<file path="src/rtl/dlf_pkg.sv">
package dlf_pkg;

  typedef enum logic [1:0] {
    MODE_FIXED   = 2'd0,
    MODE_LONGREF = 2'd1,
    MODE_LEADZ   = 2'd2,
    MODE_ONE4    = 2'd3
  } dl_mode_e;

  typedef struct packed {
    logic     reset;
    logic     rd_only;
    logic     reg_rd;
    dl_mode_e mode;
    logic     test;
    logic     page;
    logic     pwd_en;
  } cmd_flags_t;

  function automatic int ref_zeros(dl_mode_e m);
    case (m)
      MODE_LEADZ: return 1;
      MODE_ONE4:  return 2;
      default:    return 0;
    endcase
  endfunction

  function automatic logic pads_password(dl_mode_e m);
    return (m == MODE_LEADZ) || (m == MODE_ONE4);
  endfunction

endpackage

</file>
<file path="src/rtl/dlf_builder.sv">
module dlf_builder
  import dlf_pkg::*;
#(
  parameter int BUF_BITS = 80,
  parameter int PWD_W    = 32,
  parameter int DATA_W   = 32,
  parameter int ADDR_W   = 3,
  parameter int LEN_W    = 7
) (
  input  cmd_flags_t          fl,
  input  logic [PWD_W-1:0]    pwd,
  input  logic [DATA_W-1:0]   data,
  input  logic [ADDR_W-1:0]   addr,
  output logic [BUF_BITS-1:0] frame,
  output logic [LEN_W-1:0]    len,
  output logic                too_long
);

  // Bit 0 of the frame leaves first, so each field is reversed before it is placed.
  logic [PWD_W-1:0]  pwd_rev;
  logic [DATA_W-1:0] data_rev;
  logic [ADDR_W-1:0] addr_rev;
  int                pos;

  assign pwd_rev  = {<<{pwd}};
  assign data_rev = {<<{data}};
  assign addr_rev = {<<{addr}};

  always_comb begin
    frame = '0;
    pos   = ref_zeros(fl.mode);
    if (fl.reset) begin
      pos = pos + 2;
    end else begin
      if (!fl.test) frame = frame | (BUF_BITS'(1'b1) << pos);
      pos = pos + 1;
      if (fl.test || fl.page) frame = frame | (BUF_BITS'(1'b1) << pos);
      pos = pos + 1;
      if (fl.pwd_en) begin
        if (pads_password(fl.mode)) pos = pos + 2;
        frame = frame | (BUF_BITS'(pwd_rev) << pos);
        pos   = pos + PWD_W;
      end
      if (!fl.reg_rd) pos = pos + 1;
      if (!fl.rd_only) begin
        frame = frame | (BUF_BITS'(data_rev) << pos);
        pos   = pos + DATA_W;
      end
      if (!fl.reg_rd) begin
        frame = frame | (BUF_BITS'(addr_rev) << pos);
        pos   = pos + ADDR_W;
      end
    end
    len      = LEN_W'(pos);
    too_long = pos > BUF_BITS;
  end

endmodule

</file>
<file path="src/rtl/dlf_shifter.sv">
module dlf_shifter #(
  parameter int BUF_BITS = 80,
  parameter int LEN_W    = 7
) (
  input  logic                clk,
  input  logic                rst_n,
  input  logic                load,
  input  logic [BUF_BITS-1:0] frame_in,
  input  logic [LEN_W-1:0]    len_in,
  input  logic                ready,
  output logic                valid,
  output logic                data,
  output logic                last,
  output logic                busy
);

  logic [BUF_BITS-1:0] sreg;
  logic [LEN_W-1:0]    left;

  always_ff @(posedge clk) begin
    if (!rst_n) begin
      sreg <= '0;
      left <= '0;
      busy <= 1'b0;
    end else if (load) begin
      sreg <= frame_in;
      left <= len_in;
      busy <= 1'b1;
    end else if (busy && ready) begin
      sreg <= sreg >> 1;
      left <= left - LEN_W'(1);
      if (left == LEN_W'(1)) busy <= 1'b0;
    end
  end

  assign valid = busy;
  assign data  = sreg[0];
  assign last  = busy && (left == LEN_W'(1));

endmodule

</file>
<file path="src/rtl/dl_frame_asm.sv">
module dl_frame_asm
  import dlf_pkg::*;
#(
  parameter int BUF_BITS = 80,
  parameter int PWD_W    = 32,
  parameter int DATA_W   = 32,
  parameter int ADDR_W   = 3,
  localparam int MAX_FRAME = 6 + PWD_W + 1 + DATA_W + ADDR_W,
  localparam int LEN_W     = $clog2(MAX_FRAME + 1)
) (
  input  logic              clk,
  input  logic              rst_n,
  input  logic              start,
  input  logic [7:0]        cmd_flags,
  input  logic [PWD_W-1:0]  password,
  input  logic [DATA_W-1:0] wr_data,
  input  logic [ADDR_W-1:0] blk_addr,
  output logic              busy,
  output logic [LEN_W-1:0]  frame_len,
  output logic [1:0]        dl_mode,
  output logic              reject,
  output logic              bit_valid,
  input  logic              bit_ready,
  output logic              bit_data,
  output logic              bit_last
);

  cmd_flags_t          fl;
  logic [BUF_BITS-1:0] frame;
  logic [LEN_W-1:0]    len;
  logic                too_long;
  logic                accept;

  assign fl     = cmd_flags_t'(cmd_flags);
  assign accept = start && !busy;

  dlf_builder #(
    .BUF_BITS(BUF_BITS), .PWD_W(PWD_W), .DATA_W(DATA_W),
    .ADDR_W(ADDR_W), .LEN_W(LEN_W)
  ) u_build (
    .fl(fl), .pwd(password), .data(wr_data), .addr(blk_addr),
    .frame(frame), .len(len), .too_long(too_long)
  );

  always_ff @(posedge clk) begin
    if (!rst_n) begin
      frame_len <= '0;
      dl_mode   <= 2'b00;
      reject    <= 1'b0;
    end else begin
      reject <= accept && too_long;
      if (accept) begin
        frame_len <= len;
        if (!too_long) dl_mode <= fl.mode;
      end
    end
  end

  dlf_shifter #(.BUF_BITS(BUF_BITS), .LEN_W(LEN_W)) u_shift (
    .clk(clk), .rst_n(rst_n),
    .load(accept && !too_long), .frame_in(frame), .len_in(len),
    .ready(bit_ready), .valid(bit_valid), .data(bit_data),
    .last(bit_last), .busy(busy)
  );

endmodule

</file>
<file path="config.mk">
export PLATFORM = sky130hd
export DESIGN_NAME = dl_frame_asm
export DESIGN_NICKNAME = d
export VERILOG_FILES = /design/src/rtl/dlf_pkg.sv /design/src/rtl/dlf_builder.sv /design/src/rtl/dlf_shifter.sv /design/src/rtl/dl_frame_asm.sv
export SDC_FILE = /design/constraint.sdc
export NUM_CORES = 1
export LEC_CHECK = 0
export BUFFER_PORTS_ARGS = -buffer_cell sky130_fd_sc_hd__buf_2
export CAP_MARGIN = 20
export CELL_PAD_IN_SITES_DETAIL_PLACEMENT = 1
export CELL_PAD_IN_SITES_GLOBAL_PLACEMENT = 1
export CORE_ASPECT_RATIO = 1.2
export CORE_MARGIN = 2
export CORE_UTILIZATION = 45
export CTS_BUF_LIST = sky130_fd_sc_hd__clkbuf_8
export CTS_CLUSTER_DIAMETER = 80
export DETAILED_ROUTE_END_ITERATION = 6
export PLACE_DENSITY = 0.83
export SYNTH_ARGS = -nofsm -noshare
export SYNTH_HDL_FRONTEND = slang
export SYNTH_HIERARCHICAL = 1
export SYNTH_SLANG_ARGS = --single-unit
</file>
<file path="constraint.sdc">
create_clock -name clk -period 4.36 [get_ports clk]
set_clock_uncertainty 0.1 [all_clocks]
set_input_delay 0.654 -clock clk [delete_from_list [all_inputs] [get_ports clk]]
set_output_delay 0.654 -clock clk [all_outputs]
set_load 0.02 [all_outputs]
</file>
# Yosys cells after proc, flatten, opt, wreduce, memory -nomap -nowiden
# Cells that the tools add are included.
dict set report classes {
  n_addsub 9
  order_cmp 1
  eq_ne 3
  shifts 5
  mux 29
  bitwise 5
  n_reduce_logical 13
}
# op n
set ops {}
lappend ops {{$mux 80} 12}
lappend ops {{$mux 32} 11}
lappend ops {{$or 80x80->80} 4}
lappend ops {{$shl 32x32->80} 2}
lappend ops {{$shl 1x2->80 const A} 1}
lappend ops {{$shl 1x32->80 const A} 1}
lappend ops {{$shl 3x32->80} 1}
lappend ops {{$add 32x2->32 const B} 2}
lappend ops {{$add 32x3->32 const B} 2}
lappend ops {{$add 32x7->32 const B} 2}
lappend ops {{$gt 32x8->1 const B} 1}
lappend ops {{$mux 7} 2}
lappend ops {{$eq 7x1->1 const B} 1}
lappend ops {{$sub 7x1->7 const B} 1}
lappend ops {{$logic_and 1x1->1} 5}
lappend ops {{$eq 2x2->1 const B} 2}
lappend ops {{$pmux 2 s2} 1}
lappend ops {{$reduce_and 2->1} 2}
lappend ops {{$reduce_bool 2->1} 2}
lappend ops {{$add 2x1->3 const B} 1}
lappend ops {{$add 2x2->3 const B} 1}
lappend ops {{$mux 1} 3}
lappend ops {{$logic_not 1->1} 2}
lappend ops {{$logic_or 1x1->1} 2}
lappend ops {{$not 1->1} 1}
dict set report totals {
  register_bits 98
  out_inout_bits 14
}

# Logic depth before layout (Yosys ltp)
# Gate-level depths: netlist of run 1.
dict set report logic_depth {
  word_depth 25
  mapped_depth 15
  depth_no_buf 12
}

# Cells and area by module
# Netlist of run 1, hierarchy kept.
# mod n_inst cells_each area_each_um2
set by_module_without_submodules {}
lappend by_module_without_submodules {dlf_shifter 1 428 4265.3}
lappend by_module_without_submodules {dlf_builder 1 477 3114.2}
lappend by_module_without_submodules {dl_frame_asm 1 43 414.1}

# Worst setup path after synthesis of run 1
# Ideal clock, no wire load.
dict set report synth_path {
  kind {input-to-reg}
  startpoint {input port cmd_flags[4]}
  endpoint {register u_shift.sreg[17]}
  setup_time_ns 0.116
  t_arrival_ns 3.188
  slack_ns 0.956
  path_stages 13
  path_buffers 4
  path_cell_list {buf_2 > buf_1 > clkbuf_1 > nand2_1 > ha_1 > nor2b_1 > xnor2_2 > buf_4 > mux2i_1 > mux2i_1 > mux2i_1 > o22ai_1 > o211a_1}
}
dict set report synth_between {
  elab_cells_between_ends 47
  classes_between {8 x add/sub; 1 x order compare; 2 x eq/ne; 5 x shift; 23 x mux; 4 x bitwise; 4 x reduce/logical}
}
# element line_no
set synth_lines {}
lappend synth_lines {{start: declaration} dl_frame_asm.sv:14} ;# input logic [7:0] cmd_flags,
lappend synth_lines {{$eq 2x2->1} {dlf_pkg.sv:21, dlf_pkg.sv:29}}
lappend synth_lines {{$pmux 2 s2} dlf_pkg.sv:21} ;# case (m)
lappend synth_lines {{$add 2x1->3} dlf_builder.sv:36} ;# pos = pos + 1;
lappend synth_lines {{$add 32x2->32} dlf_builder.sv:38} ;# pos = pos + 1;
lappend synth_lines {{$add 32x3->32} dlf_builder.sv:40} ;# if (pads_password(fl.mode)) pos = pos + 2;
lappend synth_lines {{$mux 32} dlf_builder.sv:40}
lappend synth_lines {{$mux 32} dlf_builder.sv:39} ;# if (fl.pwd_en) begin
lappend synth_lines {{$mux 32} dlf_builder.sv:32} ;# if (fl.reset) begin
lappend synth_lines {{(+7 left out)} --}
lappend synth_lines {{$mux 32 or $or 80x80->80 (tied branches)} {dlf_builder.sv:45, dlf_builder.sv:46}}
lappend synth_lines {{$mux 32 or $mux 80 (tied branches)} {dlf_builder.sv:32, dlf_builder.sv:45}}
lappend synth_lines {{$shl 3x32->80 or $mux 80 (tied branches)} {dlf_builder.sv:50, dlf_builder.sv:32}}
lappend synth_lines {{$or 80x80->80} dlf_builder.sv:50} ;# frame = frame | (BUF_BITS'(addr_rev) << pos);
lappend synth_lines {{$mux 80 (*)} dlf_builder.sv:49} ;# if (!fl.reg_rd) begin
lappend synth_lines {{$mux 80 (*)} dlf_builder.sv:32}
lappend synth_lines {{named net frame[17]} dl_frame_asm.sv:29} ;# logic [BUF_BITS-1:0] frame;
lappend synth_lines {{$mux 80 (*)} dlf_shifter.sv:25} ;# end else if (load) begin
lappend synth_lines {{end signal: assignment} dlf_shifter.sv:26} ;# sreg <= frame_in;
lappend synth_lines {{end signal: assignment} dlf_shifter.sv:30} ;# sreg <= sreg >> 1;
lappend synth_lines {{end: declaration} dlf_shifter.sv:17} ;# logic [BUF_BITS-1:0] sreg;
# The timed path passes the listed nets; every way through them passes the cells marked *. The select of a mux whose other input is x is not followed.
# A chain may end at the register's enable or synchronous reset.

# Worst setup path after layout of run 1
dict set report layout_path {
  startpoint {input port cmd_flags[0]}
  endpoint {register u_shift.sreg[16]}
}
dict set report layout_between {
  elab_cells_between_ends 26
  classes_between {3 x add/sub; 1 x order compare; 2 x shift; 15 x mux; 2 x bitwise; 3 x reduce/logical}
}
# element line_no
set layout_lines {}
lappend layout_lines {{$mux 32} dlf_builder.sv:39}
lappend layout_lines {{$mux 32} dlf_builder.sv:32}
lappend layout_lines {{$add 32x2->32} dlf_builder.sv:44} ;# if (!fl.reg_rd) pos = pos + 1;
lappend layout_lines {{$mux 32} dlf_builder.sv:44}
lappend layout_lines {{$mux 32} dlf_builder.sv:32}
lappend layout_lines {{$add 32x7->32 or $shl 32x32->80 (tied branches)} {dlf_builder.sv:47, dlf_builder.sv:46}}
lappend layout_lines {{$mux 32 or $or 80x80->80 (tied branches)} {dlf_builder.sv:45, dlf_builder.sv:46}}
lappend layout_lines {{$mux 32 or $mux 80 (tied branches)} {dlf_builder.sv:32, dlf_builder.sv:45}}
lappend layout_lines {{$shl 3x32->80 or $mux 80 (tied branches)} {dlf_builder.sv:50, dlf_builder.sv:32}}
lappend layout_lines {{$or 80x80->80} dlf_builder.sv:50}
lappend layout_lines {{$mux 80 (*)} dlf_builder.sv:49}
lappend layout_lines {{$mux 80 (*)} dlf_builder.sv:32}
lappend layout_lines {{named net frame[16]} dl_frame_asm.sv:29}
lappend layout_lines {{$mux 80 (*)} dlf_shifter.sv:25}
# Marks and branches as above.

==> impl_metrics.env, run 1 <==
export IMPL_vias_per_cell=6.642
export IMPL_utilization_pct=49.88
export IMPL_insertion_delay_ns=0.39
export IMPL_dp_hpwl_mm=19.57
export IMPL_die_y_um=148.2
export IMPL_start_util_pct=46.07
export IMPL_p_leak_nw=4.765
export IMPL_finalHoldViolations=0
export IMPL_cpPeakStageDelay_ns=0.68
export IMPL_avgSynthCellArea_um2=8.221
export IMPL_drive_above_1_share_pct=15.76
export IMPL_grt_max_degree=101
export IMPL_post_drt_wl_per_cell_um=23.68
export IMPL_nNetsFinal=1050
export IMPL_slew_violations=0
export IMPL_cp_top_family="XOR/XNOR gates"
export IMPL_htreeDepth=3
export IMPL_rows=52
export IMPL_drt_iter0_markers=718
export IMPL_top_usage_layer="met2"
export IMPL_synth_top_area_share_pct=25.17
export IMPL_ir_worst_vdd_uv=170.2
export IMPL_crit_slowest_cell="xnor2_4"
export IMPL_clock_tree_buffer_depth=2
export IMPL_use_met3_pct=4.064
export IMPL_end_kind="flip-flop"
export IMPL_critPathKind="in -> reg"
export IMPL_critPathLaunchType="input pin"
export IMPL_maxCapViolCount=0
export IMPL_yosys_cell_count_top_type="mux2i_1"
export IMPL_synth_commonest_cells="110 x mux2i_1, 98 x dfxtp_1, 82 x and3_1"
export IMPL_synth_distinct_cells=71
export IMPL_yosys_warnings=6
export IMPL_cts_root_buffer_cell="clkbuf_8"
export IMPL_remaining_drc_errors=0
export IMPL_cts_buffers_inserted=9
export IMPL_setup_viol=0
export IMPL_multi_input_area_um2=5338
export IMPL_cts_sinks=98
export IMPL_num_vias=7904
export IMPL_syn_cell_area_um2=7794
export IMPL_postRouteAntennaNets=0
export IMPL_critPathBufInv=1
export IMPL_grt_util_met2_pct=54.64
export IMPL_synthCells=948
export IMPL_area_growth_pct=8.268
export IMPL_place_gp_congestion=0.9797
export IMPL_die_area_um2=18390
export IMPL_grt_first_pass_wirelength_mm=43.89
export IMPL_cts_clk_slew_worst_paths_ns=0.10
export IMPL_antenna_found_initial=3
export IMPL_hp_class="reg -> reg"
export IMPL_async_flop_share_pct=0
export IMPL_synth_flop_cell="dfxtp_1"
export IMPL_wl_mm=28.18
export IMPL_design_area_um2=8438
export IMPL_min_period_ns=3.607
export IMPL_grt_usage_pct=30.84
export IMPL_gr_total_overflow=0
export IMPL_gr_usage_met1_pct=35.17
export IMPL_cts_resized=0
export IMPL_core_area_um2=16920
export IMPL_cts_hold_buf=0
export IMPL_setup_tns_ns=0
export IMPL_slew_headroom_pct=27.51
export IMPL_ys_ff_latch=98
export IMPL_powerDensity_nw_per_um2=305.6
export IMPL_synth_seq_area_share_pct=25.17
export IMPL_cp_max_fo=18
export IMPL_yosysTopAreaCell="dfxtp_1"
export IMPL_crit_required_ns=4.55
export IMPL_portBuffers=92
export IMPL_grt_pass1_vias=8030
export IMPL_regArea_um2=1963
export IMPL_io_pins=93
export IMPL_place_area_um2=8235
export IMPL_dieWidth_um=124.1
export IMPL_dr_pass1_iters=6
export IMPL_crit_top_cell="mux2i_1"
export IMPL_worstPathCellList="buf_2 -> xor2_1 -> nand2_1 -> ha_1 -> nor2b_1 -> xnor2_4 -> mux2i_1 -> mux2i_1 -> mux2i_1 -> o22ai_1 -> o211a_1"
export IMPL_worstMarginPinSlew_ns=1.087
export IMPL_outcome="finished, final reports clean"
export IMPL_cts_tree="built"
export IMPL_post_cts_buffers=0
export IMPL_fill_cells=2086
export IMPL_max_freq_mhz=277.3
export IMPL_min_period_over_period_pct=82.72
export IMPL_total_power_w=0.002579
export IMPL_rsz0062_at_grt="false"
export IMPL_synth_top_cells_by_area="dfxtp_1 25%, mux2i_1 14%, o211a_1 10%, a211o_1 8.9%, and3_1 6.6%"
export IMPL_arrival_ns=3.79
export IMPL_synth_edf_count=0
-- cell families (layout without fill, tap and decap cells) --
| kind of cell | count (synthesis) | in the layout | synth area share [%] |
|---|---|---|---|
| AO/OA/AOI/OAI | 338 | 338 | 34.13 |
| XOR/XNOR | 9 | 9 | 1.349 |
| adder cells (fa/ha/maj) | 5 | 5 | 0.8027 |
| buffers and inverters | 124 | 140 | 6.855 |
| flip-flops | 98 | 98 | 25.17 |
| multiplexers | 111 | 111 | 14.42 |
| other | 1 | 11 | 0.04812 |
| AND/OR/NAND/NOR | 262 | 262 | 17.23 |
-- worst paths after layout --
check	startpoint	slack, ns	depth (start not counted)	end
setup reg to reg	u_shift/busy	1.95	4	u_shift/left[4]
hold reg to reg	frame_len[3]	0.37	2	frame_len[3]
hold / removal	frame_len[3]	0.37	2	frame_len[3]
setup / recovery	cmd_flags[0]	0.75	11	u_shift/sreg[16]
-- per-layer routing --
| metal | vias up | part of all wire (%) | wire, µm |
|---|---|---|---|
| li1 | 3634 | - | - |
| met1 | 3911 | 40 | 11290 |
| met2 | 265 | 51 | 14310 |
| met3 | 94 | 4.2 | 1184 |
| met4 | 0 | 4.9 | 1391 |
| met5 | - | 0 | 0 |
-- flip-flops by register name, summed over array words and instances, names as in the netlist --
register,cells
u_shift/busy,1
reject,1
dl_mode,2
u_shift/left,7
frame_len,7
u_shift/sreg,80
-- cells in the final DEF, fill, tap and decap left out, types with 4 or more instances in the layout --
cell type    n
mux2i_1    110
nand2b_1     8
a22oi_1     14
xor2_1       4
ha_1         5
o211a_1     80
buf_2       92
a32oi_1      4
nor3_1       5
conb_1       8
a21boi_2     7
dfxtp_1     97
buf_4       18
nor2_1      59
nand2_1     62
nand3_1     21
clkbuf_8     9
a211o_1     79
o22ai_1     32
a21oi_1     30
and3_1      82
inv_1       11
nor2b_1      4
o21ai_0     48
o221ai_1     4
a31oi_1     10
-- power breakdown --
part           leakage [nW]  internal [W]  switching, W  total (W)
sequential            0.808      0.000978     0.0000514    0.00103
clock                 0.102      0.000266      0.000357   0.000623
combinational          3.85      0.000362      0.000564   0.000926
total                  4.77       0.00161      0.000973    0.00258
-- metrics by stage --
stage	instances	hold WS, ns	setup WS, ns
2_1_floorplan	955	0.3661	0.9557
3_3_place_gp	1171	0.3414	0.5533
3_5_place_dp	1171	0.3571	0.4270
4_1_cts	1187	0.3717	0.8333
5_1_grt	1190	0.3889	0.6417
6_report	1190	0.3693	0.7532
-- worst register-to-register path, cell delays in order (launching register included) --
cell     delay, ns
dfxtp_2       0.48
buf_4         0.61
nand3_1       0.38
or4_2         0.61
a31oi_1       0.17
-- layout make-up --
cell class | instances | area share [%]
Antenna cell | 3 | 0.08897
Clock buffer | 9 | 1.468
Clock inverter | 7 | 0.8452
Inverter | 13 | 0.5783
Multi-Input combinational cell | 733 | 63.26
Sequential cell | 98 | 23.27
Tap cell | 216 | 3.203
Timing Repair Buffer | 111 | 7.295
(Power assumes the default switching activity.)
==> run 2: changes to the inputs <==
--- a/config.mk
+++ b/config.mk
@@ -11,11 +11,11 @@
 export CELL_PAD_IN_SITES_GLOBAL_PLACEMENT = 1
 export CORE_ASPECT_RATIO = 1.2
 export CORE_MARGIN = 2
-export CORE_UTILIZATION = 45
+export CORE_UTILIZATION = 41
 export CTS_BUF_LIST = sky130_fd_sc_hd__clkbuf_8
 export CTS_CLUSTER_DIAMETER = 80
 export DETAILED_ROUTE_END_ITERATION = 6
-export PLACE_DENSITY = 0.83
+export PLACE_DENSITY = 0.8
 export SYNTH_ARGS = -nofsm -noshare
 export SYNTH_HDL_FRONTEND = slang
 export SYNTH_HIERARCHICAL = 1
==> constraint.sdc (replaced) <==
create_clock -name clk -period 3.28 [get_ports clk]
set_clock_uncertainty 0.1 [all_clocks]
set_input_delay 0.492 -clock clk [delete_from_list [all_inputs] [get_ports clk]]
set_output_delay 0.492 -clock clk [all_outputs]
set_load 0.02 [all_outputs]
==> run 2 against run 1 <==
Compared with the run above:
- design area up 3.7%
- die area is 9.5% higher
- global-route usage decreased by 2.7 points
- utilization decreased by 3.2 points
- worst setup slack got worse by 0.46 ns
- clock power increased by 47%
- first-iteration DRC count fell by 17%
- critical endpoint is now u_shift/sreg[21]
- largest power group unchanged
==> impl_metrics.env, run 2 (same netlist as run 1, synthesis figures left out) <==
export IMPL_end_kind="flip-flop"
export IMPL_die_y_um=155.0
export IMPL_die_area_um2=20130
export IMPL_grt_pass1_vias=8081
export IMPL_worstPathCellList="buf_2 -> xor2_1 -> nand2_1 -> ha_1 -> nor2b_1 -> xnor2_4 -> buf_12 -> mux2i_1 -> mux2i_1 -> mux2i_1 -> o22ai_1 -> o211a_1"
export IMPL_cts_buffers_inserted=9
export IMPL_place_ws_ns=-0.08558
export IMPL_cts_clk_slew_worst_paths_ns=0.11
export IMPL_num_vias=7933
export IMPL_p_leak_nw=4.920
export IMPL_critPathKind="in -> reg"
export IMPL_place_area_um2=8526
export IMPL_wl_mm=28.37
export IMPL_crit_top_cell="mux2i_1"
export IMPL_nNetsFinal=1077
export IMPL_drive_above_1_share_pct=18.15
export IMPL_rsz0062_at_grt="false"
export IMPL_gr_total_overflow=0
export IMPL_slew_headroom_pct=48.07
export IMPL_crit_required_ns=3.48
export IMPL_maxCapViolCount=0
export IMPL_dieWidth_um=129.9
export IMPL_grt_first_pass_wirelength_mm=44.24
export IMPL_arrival_ns=3.18
export IMPL_min_period_over_period_pct=91.03
export IMPL_largest_reg_flops=80
export IMPL_utilization_pct=46.73
export IMPL_setup_viol=0
export IMPL_portBuffers=92
export IMPL_design_area_um2=8747
export IMPL_finalHoldViolations=0
export IMPL_cp_max_fo=26
export IMPL_critPathLaunchType="input pin"
export IMPL_post_place_cells=1238
export IMPL_slew_violations=0
export IMPL_insertion_delay_ns=0.40
export IMPL_clock_tree_buffer_depth=2
export IMPL_place_gp_congestion=1.008
export IMPL_cts_tree="built"
export IMPL_final_cell_count_no_fill=1253
export IMPL_final_cell_mix="110 x mux2i_1, 97 x dfxtp_1, 92 x buf_2"
export IMPL_powerDensity_nw_per_um2=408.1
export IMPL_min_period_ns=2.986
export IMPL_top_regs="u_shift/sreg (80), frame_len (7), u_shift/left (7)"
export IMPL_cts_root_buffer_cell="clkbuf_8"
export IMPL_dr_pass1_iters=5
export IMPL_dp_hpwl_mm=20.23
export IMPL_post_drt_wl_per_cell_um=22.64
export IMPL_critPathBufInv=2
export IMPL_hold_start="rst_n"
export IMPL_cp_top_family="multiplexers"
export IMPL_regMostFlops="u_shift/sreg"
export IMPL_grt_max_degree=85
export IMPL_hp_class="in -> reg"
export IMPL_cts_sinks=98
export IMPL_fin_ws_ns=0.2942
export IMPL_cts_resized=0
export IMPL_worstMarginPinSlew_ns=0.7789
export IMPL_cpPeakStageDelay_ns=0.53
export IMPL_ir_worst_vdd_uv=222.1
export IMPL_remaining_drc_errors=0
export IMPL_r2r_start="u_shift/busy"
export IMPL_io_pins=93
export IMPL_htreeDepth=3
export IMPL_rows=55
export IMPL_crit_slowest_cell="nor2b_1"
export IMPL_core_area_um2=18720
export IMPL_fill_cells=2315
export IMPL_max_freq_mhz=334.9
export IMPL_vias_per_cell=6.331
export IMPL_start_util_pct=41.64
export IMPL_final_common_cell="mux2i_1"
export IMPL_grt_usage_pct=28.13
export IMPL_postRouteAntennaNets=0
export IMPL_num_antenna_cells=0
export IMPL_post_cts_buffers=0
export IMPL_antenna_found_initial=0
export IMPL_drt_iter0_markers=596
export IMPL_startpoint="cmd_flags[3]"
export IMPL_outcome="finished, final reports clean"
export IMPL_cts_hold_buf=0
export IMPL_area_growth_pct=12.23
-- run 2: cell count changes in the layout (fill, tap and decap cells not counted) --
cell        delta
buf_4         +24
diode_2        -3
inv_8          +1
inv_6          +1
bufinv_16      +1
inv_1          -2
clkinv_4       -1
buf_12         +3
clkinvlp_4     -1
-- run 2: final timing paths --
kind                       to  depth (start not counted)  slack (ns)
max          u_shift/sreg[21]                         12        0.29
max reg2reg   u_shift/left[4]                          4        0.93
min              u_shift/busy                          2        0.36
min reg2reg        dl_mode[0]                          2        0.36
-- run 2: stage by stage --
| step | hold slack (ns) | power, W | setup TNS (ns) |
|---|---|---|---|
| final | 0.3635 | 0.003570 | 0 |
| after global routing | 0.3604 | 0.003755 | 0 |
| after detailed placement | 0.3533 | 0.002664 | -0.4221 |
| after CTS | 0.3438 | 0.003579 | 0 |
| after global placement | 0.3461 | 0.002637 | 0 |
| after floorplan | 0.3661 | 0.002244 | 0 |
-- run 2: area by class of cell --
class                   instances  area (µm²)  area share (%)
clock buffers                   9       123.9           1.416
well taps                     256       320.3           3.662
inverters                      13       48.80          0.5579
repair buffers                138       855.8           9.784
multi-input cells             733        5338           61.02
flip-flops and latches         98        1963           22.44
clock inverters                 6       97.59           1.116
-- run 2: power by group --
| part | total, W | switching, W | internal (W) |
|---|---|---|---|
| clock network | 0.000915 | 0.000477 | 0.000438 |
| registers | 0.00136 | 0.0000631 | 0.00130 |
| logic | 0.00129 | 0.000766 | 0.000525 |
-- run 2: worst reg2reg max path: stages (launching register included) --
cell,delay [ns]
dfxtp_2,0.44
buf_4,0.60
nand3_1,0.36
or4_2,0.62
a31oi_1,0.18
-- run 2: per-layer routing --
layer	track usage (%)	part of all wire (%)
met1	33.89	42
met2	49.24	50
met3	3.645	3.4
met4	12.90	4.6
met5	0	0
==> run 3: changes to the inputs <==
--- a/config.mk
+++ b/config.mk
@@ -16,6 +16,7 @@
 export CTS_CLUSTER_DIAMETER = 80
 export DETAILED_ROUTE_END_ITERATION = 6
 export PLACE_DENSITY = 0.8
+export REMOVE_ABC_BUFFERS = 1
 export SYNTH_ARGS = -nofsm -noshare
 export SYNTH_HDL_FRONTEND = slang
 export SYNTH_HIERARCHICAL = 1
==> run 3 against run 2 <==
Compared with the run above:
- sequential power about the same
- die area is the same
- global-route usage shrank 1.3 points
- via count down 2.1%
- utilization down 0.21 points
- critical path depth unchanged
==> impl_metrics.env, run 3 (same netlist as run 1, synthesis figures left out) <==
export IMPL_post_drt_wl_per_cell_um=21.97
export IMPL_fill_cells=2315
export IMPL_powerDensity_nw_per_um2=402.2
export IMPL_min_to="dl_mode[0]"
export IMPL_area_growth_pct=11.74
export IMPL_whs_path_depth=2
export IMPL_cts_root_buffer_cell="clkbuf_8"
export IMPL_grt_pass1_vias=7734
export IMPL_drive_above_1_share_pct=17.43
export IMPL_setup_viol=0
export IMPL_final_common_cell="mux2i_1"
export IMPL_critPathLaunchType="input pin"
export IMPL_die_y_um=155.0
export IMPL_cts_tree="built"
export IMPL_postRouteAntennaNets=0
export IMPL_grt_max_degree=92
export IMPL_r2r_cells=6
export IMPL_place_ws_ns=-0.002466
export IMPL_portBuffers=92
export IMPL_place_gp_congestion=0.9717
export IMPL_dp_hpwl_mm=18.85
export IMPL_cts_resized=0
export IMPL_min_period_over_period_pct=88.78
export IMPL_num_antenna_cells=0
export IMPL_gr_total_overflow=0
export IMPL_dieWidth_um=129.9
export IMPL_outcome="finished, final reports clean"
export IMPL_cts_hold_buf=0
export IMPL_dr_pass1_iters=5
export IMPL_total_power_w=0.003502
export IMPL_multi_input_area_um2=5345
export IMPL_wl_mm=27.30
export IMPL_nNetsFinal=1068
export IMPL_insertion_delay_ns=0.39
export IMPL_slew_violations=0
export IMPL_rr_endpoint="u_shift/sreg[79]"
export IMPL_clock_tree_buffer_depth=2
export IMPL_r2r_start="u_shift/busy"
export IMPL_cp_max_fo=16
export IMPL_worstMarginPinSlew_ns=0.6966
export IMPL_grt_first_pass_wirelength_mm=42.79
export IMPL_end_kind="flip-flop"
export IMPL_startpoint="cmd_flags[0]"
export IMPL_num_vias=7769
export IMPL_largest_reg_flops=80
export IMPL_arrival_ns=3.10
export IMPL_regArea_um2=1963
export IMPL_die_area_um2=20130
export IMPL_hold_start="dl_mode[0]"
export IMPL_top_regs="u_shift/sreg (80), frame_len (7), u_shift/left (7)"
export IMPL_htreeDepth=3
export IMPL_rsz0062_at_grt="false"
export IMPL_fin_ws_ns=0.3679
export IMPL_ir_worst_vdd_uv=196.8
export IMPL_slew_headroom_pct=53.47
export IMPL_remaining_drc_errors=0
export IMPL_finalHoldViolations=0
export IMPL_drt_iter0_markers=510
export IMPL_io_pins=93
export IMPL_cts_clk_slew_worst_paths_ns=0.10
export IMPL_critPathKind="in -> reg"
export IMPL_grt_usage_pct=26.79
export IMPL_utilization_pct=46.52
export IMPL_post_cts_buffers=0
export IMPL_cts_sinks=98
export IMPL_vias_per_cell=6.250
export IMPL_cts_buffers_inserted=9
export IMPL_min_period_ns=2.912
export IMPL_core_area_um2=18720
export IMPL_reg2reg_slack_ns=1.27
export IMPL_p_leak_nw=4.881
export IMPL_regMostFlops="u_shift/sreg"
export IMPL_antenna_found_initial=0
export IMPL_crit_required_ns=3.47
export IMPL_start_util_pct=41.64
export IMPL_final_cell_mix="110 x mux2i_1, 97 x dfxtp_1, 92 x buf_2"
export IMPL_maxCapViolCount=0
export IMPL_hp_class="reg -> reg"
export IMPL_max_freq_mhz=343.4
export IMPL_rows=55
==> run 3: layout make-up <==
cell class / instances / share of cell area [%]
clock buffer: 9 / 1.422
clock inverter: 5 / 0.9339
inverter: 13 / 0.5603
multi-input combinational: 733 / 61.38
sequential: 98 / 22.54
tap: 256 / 3.678
timing repair buffer: 129 / 9.483
==> run 3: layer usage <==
metal | track usage, % | part of all wire (%) | vias up
met5 | 0 | 0 | -
met4 | 9.165 | 2.4 | 0
met3 | 2.648 | 3.7 | 35
met2 | 45.87 | 50 | 215
met1 | 34.96 | 44 | 3860
li1 | - | - | 3659
==> run 3: how the worst max path moves through the flow <==
stage                        to  cells after the start
6_report       u_shift/sreg[22]                     12
5_1_grt        u_shift/sreg[22]                     12
4_1_cts        u_shift/sreg[22]                     12
3_5_place_dp   u_shift/sreg[22]                     12
3_3_place_gp   u_shift/sreg[22]                     12
2_1_floorplan   u_shift/left[4]                      4
==> run 3: worst max-delay path, cell delays in order <==
cell	delay [ns]
buf_2	0.12
xor2_1	0.17
nand2_1	0.08
ha_1	0.15
nor2b_1	0.57
xnor2_4	0.22
buf_12	0.20
mux2i_1	0.27
mux2i_1	0.13
o21ai_0	0.31
o22ai_1	0.14
o211a_1	0.22
==> run 3: report_power, final <==
| group | switching (W) | internal, W |
|---|---|---|
| combinational | 0.000744 | 0.000515 |
| clock | 0.000460 | 0.000422 |
| sequential | 0.0000614 | 0.00130 |
==> run 3: stage by stage <==
step                instance area, µm²  setup TNS (ns)  hold WS [ns]  instances
global route                      8708               0        0.3890       1243
CTS                               8708               0        0.3644       1243
detailed placement                8503       -0.002466        0.3517       1229
global placement                  8503               0        0.3427       1229
finish                            8708               0        0.3571       1243
floorplan                         7335         -109.26        0.3661        844
